===== config.mk =====
export PLATFORM = sky130hd
export DESIGN_NAME = gpio_pad_cfg
export DESIGN_NICKNAME = d
export VERILOG_FILES = /design/src/rtl/gpad_pkg.sv /design/src/rtl/gpad_ctrl.sv /design/src/rtl/gpad_evt.sv /design/src/rtl/gpad_datapath.sv /design/src/rtl/gpio_pad_cfg.sv
export SDC_FILE = /design/constraint.sdc
export NUM_CORES = 1
export LEC_CHECK = 0
export ABC_CLOCK_PERIOD_IN_PS = 1600
export BUFFER_PORTS_ARGS = -buffer_cell sky130_fd_sc_hd__buf_2
export CAP_MARGIN = 20
export CORE_UTILIZATION = 40
export DETAILED_ROUTE_END_ITERATION = 10
export PLACE_DENSITY = 0.79
export SETUP_SLACK_MARGIN = 0.4
export SLEW_MARGIN = 40
export SYNTH_ARGS = -nofsm -noshare
export SYNTH_HDL_FRONTEND = slang
export SYNTH_SLANG_ARGS = --single-unit

===== constraint.sdc =====
create_clock -name clk -period 1.6 [get_ports clk]
set_input_delay 0.24 -clock clk [delete_from_list [all_inputs] [get_ports clk]]
set_output_delay 0.24 -clock clk [all_outputs]
set_load 0.02 [all_outputs]

===== src/rtl/gpad_pkg.sv =====
`timescale 1ns/1ps
package gpad_pkg;

  // word 0 field positions
  localparam int EVT_LO  = 25;
  localparam int INV_BIT = 23;
  localparam int RTE_LO  = 17;
  localparam int MODE_LO = 10;
  localparam int RXD_BIT = 9;
  localparam int TXD_BIT = 8;
  localparam int RXS_BIT = 1;
  localparam int TXS_BIT = 0;

  // word 1 field positions
  localparam int TERM_LO = 10;
  localparam int PUP_BIT = 13;

  localparam int MODE_W = 4;
  localparam int RTE_W  = 4;
  localparam int TERM_W = 3;

  typedef enum logic [1:0] {
    EV_LEVEL = 2'd0,
    EV_EDGE  = 2'd1,
    EV_OFF   = 2'd2,
    EV_BOTH  = 2'd3
  } evKind_e;

  typedef struct packed {
    logic wrMain;
    logic wrTerm;
    logic rdMain;
    logic rdTerm;
  } busStrb_t;

  typedef struct packed {
    evKind_e            evKind;
    logic               rxInv;
    logic [RTE_W-1:0]   route;
    logic [MODE_W-1:0]  mode;
    logic               rxOff;
    logic               txOff;
    logic               txLevel;
  } mainCfg_t;

  typedef struct packed {
    logic              pullUp;
    logic [TERM_W-1:0] term;
  } termCfg_t;

endpackage


===== src/rtl/gpad_ctrl.sv =====
`timescale 1ns/1ps
module gpad_ctrl
  import gpad_pkg::*;
#(
  parameter int ADDR_W = 3
) (
  input  logic [ADDR_W-1:0] busAddr,
  input  logic              busWe,
  input  logic              busRe,
  output busStrb_t          strb
);
  localparam logic [ADDR_W-1:0] OFS_MAIN = ADDR_W'(0);
  localparam logic [ADDR_W-1:0] OFS_TERM = ADDR_W'(4);

  logic hitMain;
  logic hitTerm;

  assign hitMain = (busAddr == OFS_MAIN);
  assign hitTerm = (busAddr == OFS_TERM);

  always_comb begin
    strb.wrMain = busWe & hitMain;
    strb.wrTerm = busWe & hitTerm;
    strb.rdMain = busRe & hitMain;
    strb.rdTerm = busRe & hitTerm;
  end
endmodule


===== src/rtl/gpad_evt.sv =====
`timescale 1ns/1ps
module gpad_evt
  import gpad_pkg::*;
#(
  parameter int SYNC_STAGES = 2
) (
  input  logic    clk,
  input  logic    rstN,
  input  logic    padIn,
  input  logic    rxOff,
  input  logic    rxInv,
  input  evKind_e evKind,
  output logic    rxState,
  output logic    eventOut
);
  logic [SYNC_STAGES-1:0] syncQ;
  logic detIn;
  logic detPrev;

  always_ff @(posedge clk or negedge rstN) begin
    if (!rstN) syncQ <= '0;
    else       syncQ <= {syncQ[SYNC_STAGES-2:0], padIn};
  end

  assign rxState = syncQ[SYNC_STAGES-1] & ~rxOff;
  assign detIn   = rxState ^ rxInv;

  always_ff @(posedge clk or negedge rstN) begin
    if (!rstN) detPrev <= 1'b0;
    else       detPrev <= detIn;
  end

  always_comb begin
    unique case (evKind)
      EV_LEVEL: eventOut = detIn;
      EV_EDGE:  eventOut = detIn & ~detPrev;
      EV_BOTH:  eventOut = detIn ^ detPrev;
      default:  eventOut = 1'b0;
    endcase
  end
endmodule


===== src/rtl/gpad_datapath.sv =====
`timescale 1ns/1ps
module gpad_datapath
  import gpad_pkg::*;
#(
  parameter int DATA_W      = 32,
  parameter int SYNC_STAGES = 2
) (
  input  logic              clk,
  input  logic              rstN,
  input  busStrb_t          strb,
  input  logic [DATA_W-1:0] wrData,
  output logic [DATA_W-1:0] rdData,
  input  logic              padIn,
  output logic              padOut,
  output logic              padOe,
  output logic [MODE_W-1:0] padMode,
  output logic [TERM_W-1:0] termCode,
  output logic              termPullUp,
  output evKind_e           cfgEvKind,
  output logic              eventOut
);
  mainCfg_t mainQ;
  termCfg_t termQ;
  logic     rxState;
  logic [DATA_W-1:0] mainView;
  logic [DATA_W-1:0] termView;
  logic     unusedWrBits;

  always_ff @(posedge clk or negedge rstN) begin
    if (!rstN) begin
      mainQ        <= '0;
      mainQ.evKind <= EV_OFF;
      mainQ.txOff  <= 1'b1;
    end else if (strb.wrMain) begin
      mainQ.evKind  <= evKind_e'(wrData[EVT_LO +: 2]);
      mainQ.rxInv   <= wrData[INV_BIT];
      mainQ.route   <= wrData[RTE_LO +: RTE_W];
      mainQ.mode    <= wrData[MODE_LO +: MODE_W];
      mainQ.rxOff   <= wrData[RXD_BIT];
      mainQ.txOff   <= wrData[TXD_BIT];
      mainQ.txLevel <= wrData[TXS_BIT];
    end
  end

  always_ff @(posedge clk or negedge rstN) begin
    if (!rstN) termQ <= '0;
    else if (strb.wrTerm) begin
      termQ.pullUp <= wrData[PUP_BIT];
      termQ.term   <= wrData[TERM_LO +: TERM_W];
    end
  end

  // bits of the write word that no field takes
  assign unusedWrBits = ^wrData;

  gpad_evt #(.SYNC_STAGES(SYNC_STAGES)) uEvt (
    .clk      (clk),
    .rstN     (rstN),
    .padIn    (padIn),
    .rxOff    (mainQ.rxOff),
    .rxInv    (mainQ.rxInv),
    .evKind   (mainQ.evKind),
    .rxState  (rxState),
    .eventOut (eventOut)
  );

  always_comb begin
    mainView                       = '0;
    mainView[EVT_LO +: 2]          = mainQ.evKind;
    mainView[INV_BIT]              = mainQ.rxInv;
    mainView[RTE_LO +: RTE_W]      = mainQ.route;
    mainView[MODE_LO +: MODE_W]    = mainQ.mode;
    mainView[RXD_BIT]              = mainQ.rxOff;
    mainView[TXD_BIT]              = mainQ.txOff;
    mainView[RXS_BIT]              = rxState;
    mainView[TXS_BIT]              = mainQ.txLevel;
    termView                       = '0;
    termView[PUP_BIT]              = termQ.pullUp;
    termView[TERM_LO +: TERM_W]    = termQ.term;
  end

  always_comb begin
    if (strb.rdMain)      rdData = mainView;
    else if (strb.rdTerm) rdData = termView;
    else                  rdData = '0;
  end

  assign padOut     = mainQ.txLevel;
  assign padOe      = ~mainQ.txOff;
  assign padMode    = mainQ.mode;
  assign termCode   = termQ.term;
  assign termPullUp = termQ.pullUp;
  assign cfgEvKind  = mainQ.evKind;
endmodule


===== src/rtl/gpio_pad_cfg.sv =====
`timescale 1ns/1ps
module gpio_pad_cfg
  import gpad_pkg::*;
#(
  parameter int ADDR_W      = 3,
  parameter int DATA_W      = 32,
  parameter int SYNC_STAGES = 2
) (
  input  logic              clk,
  input  logic              rstN,
  input  logic [ADDR_W-1:0] busAddr,
  input  logic              busWe,
  input  logic              busRe,
  input  logic [DATA_W-1:0] busWData,
  output logic [DATA_W-1:0] busRData,
  input  logic              padIn,
  output logic              padOut,
  output logic              padOe,
  output logic [3:0]        padMode,
  output logic [2:0]        termCode,
  output logic              termPullUp,
  output logic              eventOut
);
  busStrb_t strb;
  evKind_e  cfgEvKind;

  gpad_ctrl #(.ADDR_W(ADDR_W)) uCtrl (
    .busAddr (busAddr),
    .busWe   (busWe),
    .busRe   (busRe),
    .strb    (strb)
  );

  gpad_datapath #(.DATA_W(DATA_W), .SYNC_STAGES(SYNC_STAGES)) uData (
    .clk        (clk),
    .rstN       (rstN),
    .strb       (strb),
    .wrData     (busWData),
    .rdData     (busRData),
    .padIn      (padIn),
    .padOut     (padOut),
    .padOe      (padOe),
    .padMode    (padMode),
    .termCode   (termCode),
    .termPullUp (termPullUp),
    .cfgEvKind  (cfgEvKind),
    .eventOut   (eventOut)
  );
endmodule


After elaboration in Yosys (flattened, before gate mapping)
Index checks and enable logic that the tools add are counted.
{"block": "totals", "ff_bits": 21, "out_inout_bits": 43, "word_cells": 30}
{"block": "op_classes", "n_eq_ne": 3, "muxes": 3, "n_bitwise": 11, "n_reduce_logical": 2}
{"op": "$mux 32", "count": 1}
{"op": "$mux 14", "count": 1}
{"op": "$and 1x1->1", "count": 6}
{"op": "$eq 3x3->1 const B", "count": 1}
{"op": "$logic_not 3->1", "count": 1}
{"op": "$not 1->1", "count": 3}
{"op": "$pmux 1 s3", "count": 1}
{"op": "$eq 2x1->1 const B", "count": 1}
{"op": "$eq 2x2->1 const B", "count": 1}
{"op": "$logic_not 2->1", "count": 1}
{"op": "$xor 1x1->1", "count": 2}

Logic depth before layout (Yosys ltp)
Gate-level depths: netlist (run 1).
{"block": "logic_depth", "ltp_word": 5, "depth_mapped": 6}

By module
Synthesis (run 1) repeated with hierarchy kept, for this count alone.
{"block": "hier_totals", "hier_cells": 98, "hier_area_um2": 1199.9}
{"mod": "gpad_datapath", "n_inst": 1, "cells_per_inst": 83, "area_each_um2": 1013.5, "seq_area_each_um2": 452.9}
{"mod": "gpad_evt", "n_inst": 1, "cells_per_inst": 11, "area_each_um2": 143.9, "seq_area_each_um2": 75.1}
{"mod": "gpad_ctrl", "n_inst": 1, "cells_per_inst": 4, "area_each_um2": 42.5, "seq_area_each_um2": 0.0}

Worst setup path after synthesis (run 1)
Ideal clock, no wire load.
{"block": "synth_path", "path_type": "reg-to-output", "start": "register uData.mainQ[2] (netlist name)", "end": "output eventOut", "t_arrival_ps": 1359, "setup_slack_ps": 1, "path_stages_with_launch": 6, "n_path_buf": 0, "path_cell_list": "dfrtp_1 nand2b_1 xnor2_1 ha_1 a21oi_1 a22o_1"}
{"block": "synth_between", "elab_chain_cells": 5}
{"item": "$not 1->1 (*)", "line": "gpad_evt.sv:25", "source": "assign rxState = syncQ[SYNC_STAGES-1] & ~rxOff;"}
{"item": "$and 1x1->1 (*)", "line": "gpad_evt.sv:25"}
{"item": "$xor 1x1->1 (*)", "line": "gpad_evt.sv:26", "source": "assign detIn = rxState ^ rxInv;"}
{"item": "via uData.uEvt.detIn", "line": "gpad_evt.sv:17", "source": "logic detIn;"}
{"item": "$xor 1x1->1 or $and 1x1->1 (tied branches)", "line": "gpad_evt.sv:37, gpad_evt.sv:36"}
{"item": "$pmux 1 s3 (*)", "line": "gpad_evt.sv:34", "source": "unique case (evKind)"}
{"item": "end, declared", "line": "gpio_pad_cfg.sv:22", "source": "output logic eventOut"}
The timed path passes the listed nets; every way through them passes the cells marked *.

Final worst setup path (run 1)
{"block": "layout_path", "start": "register uData.mainQ[2] (netlist name)", "end": "output eventOut"}
{"block": "layout_between", "elab_chain_cells": 5}
{"item": "$not 1->1 (*)", "line": "gpad_evt.sv:25"}
{"item": "$and 1x1->1 (*)", "line": "gpad_evt.sv:25"}
{"item": "$xor 1x1->1 (*)", "line": "gpad_evt.sv:26"}
{"item": "via uData.uEvt.detIn", "line": "gpad_evt.sv:17"}
{"item": "$xor 1x1->1 or $and 1x1->1 (tied branches)", "line": "gpad_evt.sv:37, gpad_evt.sv:36"}
{"item": "$pmux 1 s3 (*)", "line": "gpad_evt.sv:34"}
Marks and branches as above.

==> summary.md, run 1 <==
| Metric | Value |
|---|---|
| Status | complete, but fails checks |
| Failing checks | setup timing |
| Unique masters post-synth | 22 |
| Nets | 208 |
| Flop and latch count out of synthesis | 21 |
| Setup Skew | 16.05 ps |
| Final instance area | 1864 sq um |
| Final Slew Violations | 0 |
| Total GRT Usage | approximately a fifth |
| Reg2reg setup slack | 570 ps |
| Core Area | 2734 sq um |
| # setup viols final | 1 |
| Largest area contributor in the netlist | dfrtp_1 |
| Post-route non-filler standard cell count | 197 |
| Post-route ant nets | 0 |
| Hold Violations, Final | 0 |
| Die Y | 55.62 um |
| Crit path time final | between 1500 and 2000 ps |
| CP Class | flip-flop to output pin |
| Worst hold endpoint | uData.mainQ[1] |
| Hold path start | busWData[8] |
| Seq pwr share | around two fifths |
| Syn. warnings | 0 |
| Net Sw Frac | 33.32% |
| Die width | 55.62 um |
| First DRT Iteration DRCs | 4 |
| Placed Cells | 173 |
| Clock power frac | ~14% |
| I/O pins | 83 |
| PD cells | between 1000 and 1500 nW/um^2 |
| Share of cells above drive strength 1 | 68.07% |
| Logic pwr share | 47.0% |
| Worst setup SP type | flip-flop |
| Routed WL | 2.929 mm |
| Worst VDD drop | 0.8019 mV |
| Leak pwr | 0.0009482 uW |
| Util after Layout | 68.19% |
| Reg2Reg Launch Point | uData.padMode[0] |
| Post-synth top area share | 41.35% |
| Routed via count | ~940 |
| Register area share after synthesis | 45.92% |
| Pint | 1280 uW |
| Fmax | between 500 and 600 MHz |
| RSZ-0062 raised after global routing | yes |
| Post-route setup TNS | -371.4 ps |
| WP data required | 1360 ps |
| Arr. time, crit path | 1730 ps |
| Fill cells | 197 |
| First-pass GRT wire length | 4.547 mm |
| Mapped cell area | around 1100 sq um |
| Vias per cell | approximately 4.8 |
| Clock buffer count from CTS | 3 |
| Syn avg cell area | 11.61 sq um |
| Routability Congestion | between 0.7 and 0.8 |
| Top post-synthesis cells by area | dfrtp_1 (41%), mux2_2 (17%), buf_4 (14%) |
| Row cnt | 19 |
| Final worst slack | -371.4 ps |
| MaxCap Viol Count | 0 |
| CP Max Fanout | 2 |
| Worst R2R End | uData.padMode[0] |
| Setup crit end kind | output pin |
| Initial antenna violation count | 0 |
| Total die area | 3093 sq um |
| Clock root buffer | clkbuf_4 |
| Hold WC Path Type | input pin to flip-flop |
| Largest net degree at the start of global routing | 22 |
| CTS H-tree depth | 1 |
| P&R area growth vs syn | 62.13% |
| Initial core utilization | between 40% and 50% |
| R2R cell count | 3 |
| CTS tree | yes |
| Register area | 529.3 sq um |
| Placed Area | approximately 1400 sq um |
| Clk_lat worst skew | 320 ps |
| Post-route DRC | 0 |
| Post-DP HPWL | between 1.5 and 2 mm |
| Clock tree buffer depth | 2 |
| Area of the multi-input gates | 610.6 sq um |
| Port buffer count | 47 |
| Vias in the first global route | approximately 990 |
| Tcrit/Tclk final | 123.2% |
| GRT overflow | 0 |
| 1st-pass router iterations | 4 |
| Diodes inserted | 0 |
| Hold Path Cell Cnt | 3 |
| Cell count after synthesis | 99 |
| Clock sinks | 21 |
| Sw power | about 640 uW |
| Clk pin slew, worst setup/hold paths | between 100 and 150 ps |
| Drt wl/cell | 14.87 um |
| Dpl ws | 27.59 ps |
critical path, stage by stage, from the launching register on:
cell      delay, ps
dfrtp_1         420
nand2b_4        170
xnor2_4         140
ha_4            160
nor2_2          120
a21oi_2          40
a22o_1          240
buf_6           130
through the flow:
step | power [uW] | hold WS [ps]
floorplan | 1165 | -55.59
global placement | 1256 | 208.8
detailed placement | 1278 | 224.4
CTS | 1783 | 7.705
global route | 2031 | 123.1
finish | 1920 | 142.7
routing by layer:
metal	vias to the layer above	share of wire (%)	GRT usage, %
met4	0	1.5	6.786
met1	463	37	20.73
met2	49	55	35.11
met5	-	0	0
met3	6	5.9	5.349
li1	421	-	-
synthesized netlist by cell type:
master and count:
and3b_1 1, mux2i_1 4, ha_1 1, and3_2 1
dfstp_2 2, a21oi_1 1, inv_1 2, mux2_2 17
buf_6 2, and2_1 10, o21ai_0 1, nor2_1 7
buf_4 21, a22o_1 1, nor4b_1 1, nand2_1 2
nand2b_1 1, nor4b_4 1, xnor2_1 1, clkbuf_1 2
dfrtp_1 19, conb_1 1
power by group through the flow:
stage | logic (uW) | registers (uW) | clock network, uW
4_1_cts | 768 | 729 | 286
5_1_grt | 960 | 754 | 317
6_report | 902 | 741 | 278
3_5_place_dp | 538 | 740 | 0
3_3_place_gp | 522 | 735 | 0
2_1_floorplan | 406 | 759 | 0
sequential cells by signal (all words and copies together), names as in the netlist:
signal / flops
uData.mainQ: 7
uData.padMode: 4
uData.termCode: 3
uData.cfgEvKind: 2
uData.uEvt.syncQ: 2
uData.padOut: 1
uData.termPullUp: 1
uData.uEvt.detPrev: 1
logic make-up after synthesis:
logic type,count (synthesis),synth area share (%)
xor gates and xnor gates,1,0.7618
adders and majority gates,1,1.088
and+or+nand+nor,24,13.17
DFF,21,45.92
other,1,0.3261
AOI/OAI and AO/OA,3,1.632
buffers and inverters,27,16.98
muxes,21,20.13
cells in the final DEF, fill, tap and decap left out, drive strengths merged:
cell type and n:
dlygate4sd3 2, ha 1, and3 1, nor4b 2, buf 70, nor2 7, conb 17, inv 2
dfstp 2, mux2i 4, xnor2 1, a21oi 1, nand2 2, clkbuf 3, mux2 17, dfrtp 19
o21ai 1, and2 10, a22o 1, nand2b 1, clkinvlp 1, and3b 1
area by class of cell:
cell class	count	share of cell area, %
Tap cell	31	2.081
Multi-Input combinational cell	67	32.75
Inverter	2	0.4027
Clock inverter	1	0.4027
Sequential cell	21	28.39
Timing Repair Buffer	72	34.77
Clock buffer	3	1.208
worst max path at each step:
stage	depth (start not counted)	slack (ps)	startpoint	to
6_report	7	-370	uData.mainQ[2]	eventOut
5_1_grt	7	-440	uData.mainQ[2]	eventOut
4_1_cts	6	-330	uData.mainQ[2]	eventOut
3_5_place_dp	6	30	uData.mainQ[2]	eventOut
3_3_place_gp	6	40	uData.mainQ[2]	eventOut
2_1_floorplan	5	80	uData.mainQ[2]	eventOut
repair_timing:
item | CTS | global route
resized for setup | 65 | 11
setup endpoints to repair | 17 | 25
cloned | 1 | 0
endpoints found under the hold margin | 19 | 1
hold buffers | 1 | 1
setup buffers | 10 | 7
pin swaps | 3 | 7
(Power assumes the default switching activity.)
==> run 2: changes to the inputs <==
ABC_AREA = 1   (was not set)
CAP_MARGIN = 0   (was 20)
CORE_UTILIZATION = 42   (was 40)
==> run 2 against run 1 <==
  * The run still ends with setup timing left
  * Critical path type unchanged
  * Critical endpoint unchanged
  * Largest cell class unchanged
  * Sequential share of layout area shrank 1.0 points
  * Wire length grew 16%
  * Worst setup slack better by 120 ps
==> summary.md, run 2 <==
| Metric | Value |
|---|---|
| Setup Skew | 7.200 ps (was 16.05 ps) |
| Failing checks | setup timing (unchanged) |
| Post-route DRC | 0 (unchanged) |
| Count leader, synth | nand2_1 (was buf_4) |
| Unique masters post-synth | 18 (was 22) |
| # setup viols final | 2 (was 1) |
| Met3 WL | 196 um (was 172 um) |
| Flop and latch count out of synthesis | 21 (unchanged) |
| PD cells | 866.7 nW/um^2 (was 1030 nW/um^2) |
| Crit path time final | 1848 ps (was 1971 ps) |
| Largest net degree at the start of global routing | 22 (unchanged) |
| Met2 routed WL | 1.858 mm (was 1.625 mm) |
| Syn avg cell area | 8.310 sq um (was 11.61 sq um) |
| Hold Violations, Final | 0 (unchanged) |
| Seq pwr share | 42.4% (was 38.6%) |
| CTS tree | yes (unchanged) |
| GRT overflow | 0 (unchanged) |
| Die Y | 58.09 um (was 55.62 um) |
| Pint | 1050 uW (was 1280 uW) |
| RSZ-0062 raised after global routing | yes (unchanged) |
| Routed via count | 1252 (was 939) |
| Total die area | 3374 sq um (was 3093 sq um) |
| Nets | 263 (was 208) |
| Commonest cells in the netlist | nand2_1 (45), nand4_1 (26), buf_4 (23) (was buf_4 (21), dfrtp_1 (19), mux2_2 (17)) |
| Status | complete, but fails checks (unchanged) |
| Fmax | 541.2 MHz (was 507.3 MHz) |
| Hold WC Path Type | input pin to flip-flop (unchanged) |
| Initial core utilization | 45.93% (was 42.06%) |
| Wl on met1 | 1.285 mm (was 1.086 mm) |
| Final worst slack | -247.7 ps (was -371.4 ps) |
| Commonest non-fill, non-tap cell in the layout | nand2_1 (was buf_6) |
| Row cnt | 19 (unchanged) |
| Mapped cell area | 1321 sq um (was 1150 sq um) |
| Port buffer count | 47 (unchanged) |
| Clock tree buffer depth | 2 (unchanged) |
| I/O pins | 83 (unchanged) |
| Tcrit/Tclk final | 115.5% (was 123.2%) |
| Syn. warnings | 0 (unchanged) |
| First DRT Iteration DRCs | 31 (was 4) |
| Post-DP HPWL | 1.921 mm (was 1.695 mm) |
| Routability Congestion | 0.7700 (was 0.7496) |
| Clock power frac | 15.5% (was 14.5%) |
| Biggest register | uData.mainQ (unchanged) |
| WP data required | 1360 ps (about the same) |
| Routed WL | 3.403 mm (was 2.929 mm) |
| Vias per cell | 4.760 (was 4.766) |
| Clock sinks | 21 (unchanged) |
| Core Area | 2877 sq um (was 2734 sq um) |
| Register area share after synthesis | 39.96% (was 45.92%) |
| Setup crit end kind | output pin (unchanged) |
| Clock root buffer | clkbuf_4 (unchanged) |
| Largest area contributor in the netlist | dfrtp_1 (unchanged) |
| Most frequent cells in the layout | nand2_1 (41), buf_6 (30), nand4_1 (26) (was buf_6 (36), buf_2 (19), dfrtp_1 (18)) |
| Clk pin slew, worst setup/hold paths | 110 ps (was 140 ps) |
| Die width | 58.09 um (was 55.62 um) |
| Reg2Reg Launch Point | uData.uEvt.syncQ[1] (was uData.padMode[0]) |
| R2R cell count | 4 (was 3) |
| Logic pwr share | 42.2% (was 47.0%) |
| Hold WS | 38.98 ps (was 142.7 ps) |
| Post-route ant nets | 0 (unchanged) |
| Diodes inserted | 0 (unchanged) |
| Util after Layout | 67.07% (was 68.19%) |
| Max reg flops | 7 (unchanged) |
| Drt wl/cell | 12.94 um (was 14.87 um) |
| Post-synth top area share | 35.98% (was 41.35%) |
| Worst setup SP type | flip-flop (unchanged) |
| Crit path to | eventOut (unchanged) |
| MaxCap Viol Count | 0 (unchanged) |
| Clk_lat worst skew | 310 ps (was 320 ps) |
| Reg2reg setup slack | 640 ps (was 570 ps) |
| CP Max Fanout | 2 (unchanged) |
| Clock buffer count from CTS | 3 (unchanged) |
| P&R area growth vs syn | 46.02% (was 62.13%) |
| Final Slew Violations | 0 (unchanged) |
| Top sig layer | met4 (unchanged) |
| Worst Setup SP | uData.uEvt.syncQ[1] (was uData.mainQ[2]) |
| Top post-synthesis cells by area | dfrtp_1 (36%), buf_4 (13%), nand2_1 (13%) (was dfrtp_1 (41%), mux2_2 (17%), buf_4 (14%)) |
| Worst VDD drop | 0.4666 mV (was 0.8019 mV) |
| Arr. time, crit path | 1610 ps (was 1730 ps) |
| Vias in the first global route | 1207 (was 988) |
| First-pass GRT wire length | 5.451 mm (was 4.547 mm) |
| 1st-pass router iterations | 4 (unchanged) |
| Share of cells above drive strength 1 | 48.42% (was 68.07%) |
| FFs w/ async S/R, synth | 100.0% (unchanged) |
| CP Class | flip-flop to output pin (unchanged) |
| CTS H-tree depth | 1 (unchanged) |
| Cell count after synthesis | 159 (was 99) |
| PnR Total Power | 1672 uW (was 1920 uW) |
| Number of synthesized flops with an enable pin | 0 (unchanged) |
| Sw power | 622.3 uW (was 639.8 uW) |
| Leak pwr | 0.001006 uW (was 0.0009482 uW) |
| Total GRT Usage | 21.59% (was 19.07%) |
| Net Sw Frac | 37.21% (was 33.32%) |
| Synth Flop Type | dfrtp_1 (unchanged) |
| Initial antenna violation count | 0 (unchanged) |
| Worst R2R End | uData.uEvt.detPrev (was uData.padMode[0]) |
run 2: worst max-delay path: stages, from the launching register on:
cell	delay (ps)
dfrtp_1	440
nand2_4	90
nand2_2	60
and2_4	160
ha_4	260
nand2_2	40
nand2_1	80
nand2_2	50
buf_6	120
run 2: metrics by stage:
step / cells / setup WS, ps / cell area (sq um) / setup TNS [ps]
after floorplan: 175 / 226.3 / 1386 / 0
after global placement: 235 / 85.44 / 1431 / 0
after detailed placement: 235 / 59.42 / 1431 / 0
after CTS: 259 / -198.9 / 1884 / -205.6
after global routing: 263 / -331.3 / 1929 / -521.4
final: 263 / -247.7 / 1929 / -362.4
run 2: final cells by class:
type,instances,area [sq um]
clock buffer,4,26.28
fill,251,947.2
inverter,12,52.55
multi-input combinational,110,630.6
sequential,21,528.0
tap,42,52.55
timing repair buffer,73,633.1
timing repair inverter,1,6.256
run 2: how the worst min path moves through the flow:
stage | cells past startpoint | from | slack, ps | endpoint
global placement | 1 | rstN | 210 | uData.padMode[1]
global route | 1 | padIn | 10 | uData.uEvt.syncQ[0]
detailed placement | 1 | rstN | 220 | uData.padMode[2]
floorplan | 0 | rstN | -60 | uData.cfgEvKind[0]
CTS | 1 | padIn | 30 | uData.uEvt.syncQ[0]
finish | 1 | padIn | 40 | uData.uEvt.syncQ[0]
run 2: routing by layer:
| metal | vias to the layer above | GRT usage [%] |
|---|---|---|
| met4 | 0 | 8.163 |
| met2 | 51 | 39.57 |
| met3 | 9 | 4.688 |
| met1 | 587 | 24.33 |
| li1 | 605 | - |
| met5 | - | 0 |
run 2: power by group through the flow:
| stage | Combinational [uW] | Clock [uW] | Sequential (uW) |
|---|---|---|---|
| after floorplan | 352 | 0 | 723 |
| after global routing | 758 | 290 | 720 |
| final | 705 | 259 | 709 |
| after CTS | 648 | 261 | 701 |
| after detailed placement | 435 | 0 | 707 |
| after global placement | 427 | 0 | 705 |
run 2: repair_timing:
| item | CTS | global route |
|---|---|---|
| gates resized for setup | 71 | 5 |
| buffers inserted | 16 | 4 |
| setup endpoints to repair | 17 | 19 |
| cloned | 3 | 0 |
| hold endpoints to repair | 19 | 0 |
| pin swaps | 20 | 11 |
| hold buffers | 1 | 0 |
run 2: cell families (layout without fill, tap and decap cells):
group / count (synthesis) / count (layout) / share of synthesized area (%)
buf+inv: 44 / 90 / 23.67
flops: 21 / 21 / 39.96
fa+ha+maj: 1 / 1 / 0.9468
other cells: 1 / 17 / 0.2838
simple gates: 92 / 92 / 35.13
